`config.mk`:
```
export PLATFORM = sky130hd
export DESIGN_NAME = handover_arbiter
export DESIGN_NICKNAME = d
export VERILOG_FILES = /design/src/rtl/hoa_pkg.sv /design/src/rtl/hoa_capture.sv /design/src/rtl/hoa_select.sv /design/src/rtl/handover_arbiter.sv
export SDC_FILE = /design/constraint.sdc
export NUM_CORES = 1
export LEC_CHECK = 0
export BUFFER_PORTS_ARGS = -buffer_cell sky130_fd_sc_hd__buf_2
export CORE_AREA = 2 2 39 41
export CTS_CLUSTER_SIZE = 16
export DETAILED_ROUTE_END_ITERATION = 12
export DIE_AREA = 0 0 41 43
export GPL_ROUTABILITY_DRIVEN = 1
export PLACE_DENSITY_LB_ADDON = 0.2
export SYNTH_ARGS = -nofsm -noshare
export SYNTH_HDL_FRONTEND = slang
export SYNTH_SLANG_ARGS = --single-unit
```
`constraint.sdc`:
```
create_clock -name clk -period 2.1 [get_ports clk]
set_clock_uncertainty 0.05 [all_clocks]
set_input_delay 0.21 -clock clk [delete_from_list [all_inputs] [get_ports clk]]
set_output_delay 0.21 -clock clk [all_outputs]
set_load 0.02 [all_outputs]
```
`src/rtl/hoa_pkg.sv`:
```
package hoa_pkg;
  // phase codes carried on bus_tstate
  localparam logic [2:0] PH_IDLE = 3'd0;
  localparam logic [2:0] PH_T1   = 3'd1;
  localparam logic [2:0] PH_T2   = 3'd2;
  localparam logic [2:0] PH_T3   = 3'd3;
  localparam logic [2:0] PH_T4   = 3'd4;
  localparam logic [2:0] PH_TW   = 3'd5;

  typedef enum logic [1:0] {
    ST_OWN    = 2'd0,  // owner drives the bus
    ST_GIVE   = 2'd1,  // grant pulse on the line
    ST_LENT   = 2'd2,  // hold: another master drives the bus
    ST_SETTLE = 2'd3   // dead clock after release
  } own_e;

  // a request seen in this phase is too late for the current T4
  function automatic logic is_late_phase(input logic [2:0] ph);
    return (ph == PH_T3) || (ph == PH_TW);
  endfunction

  // phases in which the bus may change hands
  function automatic logic is_hand_phase(input logic [2:0] ph);
    return (ph == PH_T4) || (ph == PH_IDLE);
  endfunction
endpackage

```
`src/rtl/hoa_capture.sv`:
```
module hoa_capture
  import hoa_pkg::*;
(
  input  logic       clk,
  input  logic       rst_n,
  input  logic       line_low,
  input  logic       watch,
  input  logic [2:0] phase,
  input  logic       clear,
  output logic       pend,
  output logic       ready
);
  logic late;
  logic arrive;

  assign arrive = watch && line_low && !pend;
  assign ready  = pend && !late;

  always_ff @(posedge clk or negedge rst_n) begin
    if (!rst_n) begin
      pend <= 1'b0;
      late <= 1'b0;
    end else if (clear) begin
      pend <= 1'b0;
      late <= 1'b0;
    end else if (arrive) begin
      pend <= 1'b1;
      late <= is_late_phase(phase);
    end else if (phase == PH_T4) begin
      late <= 1'b0;
    end
  end

  // only a captured request can be consumed by a grant
  p_clear_needs_pending_r6: assert property (@(posedge clk) disable iff (!rst_n)
    clear |-> pend);
endmodule

```
`src/rtl/hoa_select.sv`:
```
module hoa_select #(
  parameter int NUM_CH = 2,
  parameter int CH_W   = 1
) (
  input  logic [NUM_CH-1:0] ready,
  input  logic              window,
  output logic              fire,
  output logic [CH_W-1:0]   idx
);
  // lowest index wins: scan from the top so the lowest ready one is kept
  always_comb begin
    idx = '0;
    for (int i = NUM_CH - 1; i >= 0; i--) begin
      if (ready[i]) idx = CH_W'(i);
    end
  end

  assign fire = window && (|ready);
endmodule

```
`src/rtl/handover_arbiter.sv`:
```
module handover_arbiter
  import hoa_pkg::*;
#(
  parameter int NUM_CH = 2,
  localparam int CH_W  = (NUM_CH > 1) ? $clog2(NUM_CH) : 1
) (
  input  logic              clk,
  input  logic              rst_n,
  input  logic [NUM_CH-1:0] rg_line_n,
  output logic [NUM_CH-1:0] rg_pull,
  input  logic [2:0]        bus_tstate,
  input  logic              bus_lock,
  input  logic              inta_first,
  output logic              bus_float,
  output logic              in_hold,
  output logic [CH_W-1:0]   hold_chan
);
  own_e              st;
  logic [CH_W-1:0]   act;
  logic [NUM_CH-1:0] line_low;
  logic [NUM_CH-1:0] watch;
  logic [NUM_CH-1:0] taken;
  logic [NUM_CH-1:0] pend;
  logic [NUM_CH-1:0] ready;
  logic              window;
  logic              grant_fire;
  logic [CH_W-1:0]   grant_idx;
  logic              release_seen;

  assign line_low = ~rg_line_n;

  generate
    for (genvar c = 0; c < NUM_CH; c++) begin : g_ch
      // the lent channel's line carries our grant and its release, not a request
      assign watch[c] = (st == ST_OWN) || (st == ST_SETTLE) || (act != CH_W'(c));
      assign taken[c] = grant_fire && (grant_idx == CH_W'(c));
      hoa_capture u_cap (
        .clk      (clk),
        .rst_n    (rst_n),
        .line_low (line_low[c]),
        .watch    (watch[c]),
        .phase    (bus_tstate),
        .clear    (taken[c]),
        .pend     (pend[c]),
        .ready    (ready[c])
      );
    end
  endgenerate

  assign window = (st == ST_OWN) && is_hand_phase(bus_tstate) && !bus_lock && !inta_first;

  hoa_select #(.NUM_CH(NUM_CH), .CH_W(CH_W)) u_sel (
    .ready  (ready),
    .window (window),
    .fire   (grant_fire),
    .idx    (grant_idx)
  );

  assign release_seen = (st == ST_LENT) && line_low[act];

  always_ff @(posedge clk or negedge rst_n) begin
    if (!rst_n) begin
      st  <= ST_OWN;
      act <= '0;
    end else begin
      unique case (st)
        ST_OWN: if (grant_fire) begin
          st  <= ST_GIVE;
          act <= grant_idx;
        end
        ST_GIVE:   st <= ST_LENT;
        ST_LENT:   if (release_seen) st <= ST_SETTLE;
        ST_SETTLE: st <= ST_OWN;
        default:   st <= ST_OWN;
      endcase
    end
  end

  always_comb begin
    rg_pull = '0;
    if (st == ST_GIVE) rg_pull[act] = 1'b1;
  end

  assign bus_float = (st == ST_GIVE) || (st == ST_LENT);
  assign in_hold   = (st == ST_LENT);
  assign hold_chan = act;

  // a grant pulse lasts exactly one clock
  p_grant_one_clock_r2: assert property (@(posedge clk) disable iff (!rst_n)
    (|rg_pull) |=> (rg_pull == '0));
  // hold follows the grant pulse
  p_hold_after_grant_r3: assert property (@(posedge clk) disable iff (!rst_n)
    (|rg_pull) |=> in_hold);
  // release returns the bus on the next clock
  p_release_returns_r4: assert property (@(posedge clk) disable iff (!rst_n)
    (in_hold && line_low[hold_chan]) |=> !bus_float);
  // dead clock after every handover
  p_dead_clock_r4: assert property (@(posedge clk) disable iff (!rst_n)
    $fell(bus_float) |=> (rg_pull == '0));
  // never more than one channel granted
  p_single_grant_r5: assert property (@(posedge clk) disable iff (!rst_n)
    $onehot0(rg_pull));
  // grants only on a T4 or idle sample
  p_grant_phase_r11: assert property (@(posedge clk) disable iff (!rst_n)
    grant_fire |-> is_hand_phase(bus_tstate));
  // lock blocks grants
  p_lock_blocks_r7: assert property (@(posedge clk) disable iff (!rst_n)
    grant_fire |-> !bus_lock);
  // first acknowledge blocks grants
  p_inta_blocks_r8: assert property (@(posedge clk) disable iff (!rst_n)
    grant_fire |-> !inta_first);
endmodule

```
==> impl_metrics.toml <==
[pwr]
leakagePower_nw = 0.318
power.internal_w = 0.000461
finalPower_w = 0.000822
swShare = 0.440
power_density_mw_per_mm2 = 1340
combPwrFrac = 0.550
max-vdd-ir-drop_mv = 0.492
power_switching_w = 0.000362
clkPwrFrac = 0.150
seq_power_share = 0.300

[floorplanning]
die_w_um = 41
dieArea_mm2 = 0.00176
rows = 14
io_pins = 14
core_area_mm2 = 0.00138
start_util = 0.354
die_h_um = 43

[critical_path]
cp.arrival_ns = 1.66
worstSetupStartpoint = "st[0]$_DFFE_PN0P_"
r2r_end = "g_ch[1].u_cap.late$_DFFE_PN0P_"
required_ns = 2.19
reg2reg_slack_ns = 0.53
endpoint = "g_ch[1].u_cap.late$_DFFE_PN0P_"
path_class = "reg -> reg"
crit_fanout = 4
crit_path_end_kind = "register"
r2r_cells = 6
cp-start-kind = "register"
r2r_start = "st[0]$_DFFE_PN0P_"

[clock_tree]
htree_num_levels = 1
cts_buffers = 3
clock_sinks = 7
clk_root_buffer_cell = "clkbuf_4"
ctsLongestPathBuffers = 2
clk_pin_slew_ns = 0.06
clock_latency_ns = 0.25
post_cts_buffers = 0
cts_tree = "built"

[synthesis]
synth.distinct_cells = 21
synth_edf_count = 0
synth_warnings = 0
yosysSeqAreaShare = 0.357
synth-seq-cells = 7
yosys.cell_count.top_type = "nor2_1"
yosys.area.top_type = "dfrtp_1"
syn_nets = 63
yosysTopAreaCellShare = 0.357
synth_area_leaders = "dfrtp_1 (36%), ha_1 (10%), mux2i_1 (6.1%)"
ys.flop_type = "dfrtp_1"
synth_cells = 50
synthArstFlopShare = 1.00
synthesis.area_um2 = 490
avgSynthCellArea_um2 = 9.81
synth_commonest_cells = "nor2_1 (8), dfrtp_1 (7), inv_1 (5)"

[timing]
report.final.slew_viol_count = 0
hold_viol = 0
grt_setup_unrepaired = "false"
setup_viol = 0
fmax_mhz = 636
setup-tns-final_ns = 0
fin_crit_sh = 0.749
period_needed_ns = 1.57
relSlewSlack = 0.781
worstMarginPinSlew_ns = 0.328

[global_routing]
grt_antenna_before_repair = 0
grt_max_degree = 9
grt_pass1_wl_um = 1530
grt_pass1_vias = 388
grt_use_total = 0.133
grt_overflow = 0

[placed_design]
place_congestion = 0.722
hpwl_um = 729
port_buffers = 13
dp_cells = 79

[finish]
area_growth_pct = 24.7
final_layout_size_suffix_gt1_frac = 0.324
multi_input_area_um2 = 297
ff_latch_area_um2 = 175
antenna-diode-count = 0
final_cell_count_no_fill = 84
post-route-util = 0.442
fillCellCount = 141
fin_nets = 82

[drt]
firstDrtPassIters = 4
num_vias = 389
first_iter_violations = 14
routed_wl_um = 919
drc_errors = 0
antenna_left = 0
drt-vias-per-instance = 4.63
detail_route.wl_per_cell_um = 10.9

[min_path]
min_path_type = "in -> reg"

[job]
cap_viol_max_count = 0

[outcome]
status = "finished, final reports clean"
==> state kept, by name (all words and copies together) (netlist names) <==
| register | cells |
|---|---|
| g_ch.u_cap.late | 2 |
| g_ch.u_cap.pend | 2 |
| st | 2 |
| hold_chan | 1 |
==> cell families (layout without fill, tap and decap cells) <==
group	after synthesis	count (layout)	share of synthesized area
buffers and inverters	5	23	0.0383
multiplexers	4	4	0.0842
adder cells (fa/ha/maj)	4	4	0.102
flip-flops	7	7	0.357
AND/OR/NAND/NOR	17	17	0.196
AO/OA/AOI/OAI	13	13	0.222
==> cell usage in the layout (no fill, tap or decap) <==
cell type,Yosys,routed
buf_2,0,13
nor2_1,8,8
dfrtp_1,7,7
inv_1,5,5
ha_1,4,4
nor2b_1,3,3
a21oi_1,3,3
mux2i_1,3,3
clkbuf_4,0,3
nand2_1,2,2
nand2b_1,2,2
o21ai_0,2,2
and2_1,1,1
nor4_4,1,1
a211oi_2,1,1
o21ai_2,1,1
mux2_2,1,1
a22oi_4,1,1
a31oi_1,1,1
o21a_1,1,1
o21ai_1,1,1
a21boi_0,1,1
a2bb2oi_2,1,1
clkbuf_1,0,1
dlygate4sd3_1,0,1
==> through the flow <==
| stage | hold slack [ns] | setup slack, ns | cell area, µm² |
|---|---|---|---|
| after CTS | 0.184 | 0.511 | 612 |
| final | 0.187 | 0.528 | 612 |
| after floorplan | -0.136 | 0.512 | 490 |
| after global routing | 0.203 | 0.376 | 612 |
| after detailed placement | 0.00784 | 0.527 | 576 |
| after global placement | 0.00943 | 0.561 | 576 |
==> area by class of cell <==
class                   count  area share
flip-flops and latches      7       0.286
clock buffers               4      0.0429
multi-input cells          38       0.485
repair buffers             14       0.123
well taps                  16      0.0327
inverters                   5      0.0307
==> worst min path at each step <==
stage	from	cells after the start	to
2_1_floorplan	rst_n	0	g_ch[0].u_cap.late$_DFFE_PN0P_
3_3_place_gp	rst_n	1	hold_chan$_DFFE_PN0P_
3_5_place_dp	rst_n	1	hold_chan$_DFFE_PN0P_
4_1_cts	bus_tstate[1]	3	g_ch[0].u_cap.late$_DFFE_PN0P_
5_1_grt	bus_tstate[1]	3	g_ch[0].u_cap.late$_DFFE_PN0P_
6_report	bus_tstate[1]	3	g_ch[0].u_cap.late$_DFFE_PN0P_
==> power by group through the flow <==
stage	sequential [W]	combinational, W	clock [W]
finish	0.000246	0.000452	0.000124
global route	0.000257	0.000510	0.000139
CTS	0.000247	0.000461	0.000132
detailed placement	0.000249	0.000455	0
global placement	0.000247	0.000457	0
floorplan	0.000243	0.000357	0
==> critical path, cell delays in order, from the launching register on <==
cell and delay (ns):
dfrtp_1 0.38, inv_1 0.09, ha_1 0.33, a211oi_2 0.33
nand2b_1 0.09, a21oi_1 0.15, nor2_1 0.06
==> what timing repair did <==
| item | in CTS | in global routing |
|---|---|---|
| endpoints found under the hold margin | 7 | 0 |
| gates resized for setup | 0 | 0 |
| hold buffers | 1 | 0 |
==> routing by layer <==
layer  track usage  share of wire
met1         0.175           0.48
met2         0.188           0.46
met3        0.0314          0.050
met4        0.0800         0.0065
met5             0              0
No activity file was read; power rests on OpenSTA's default activity.
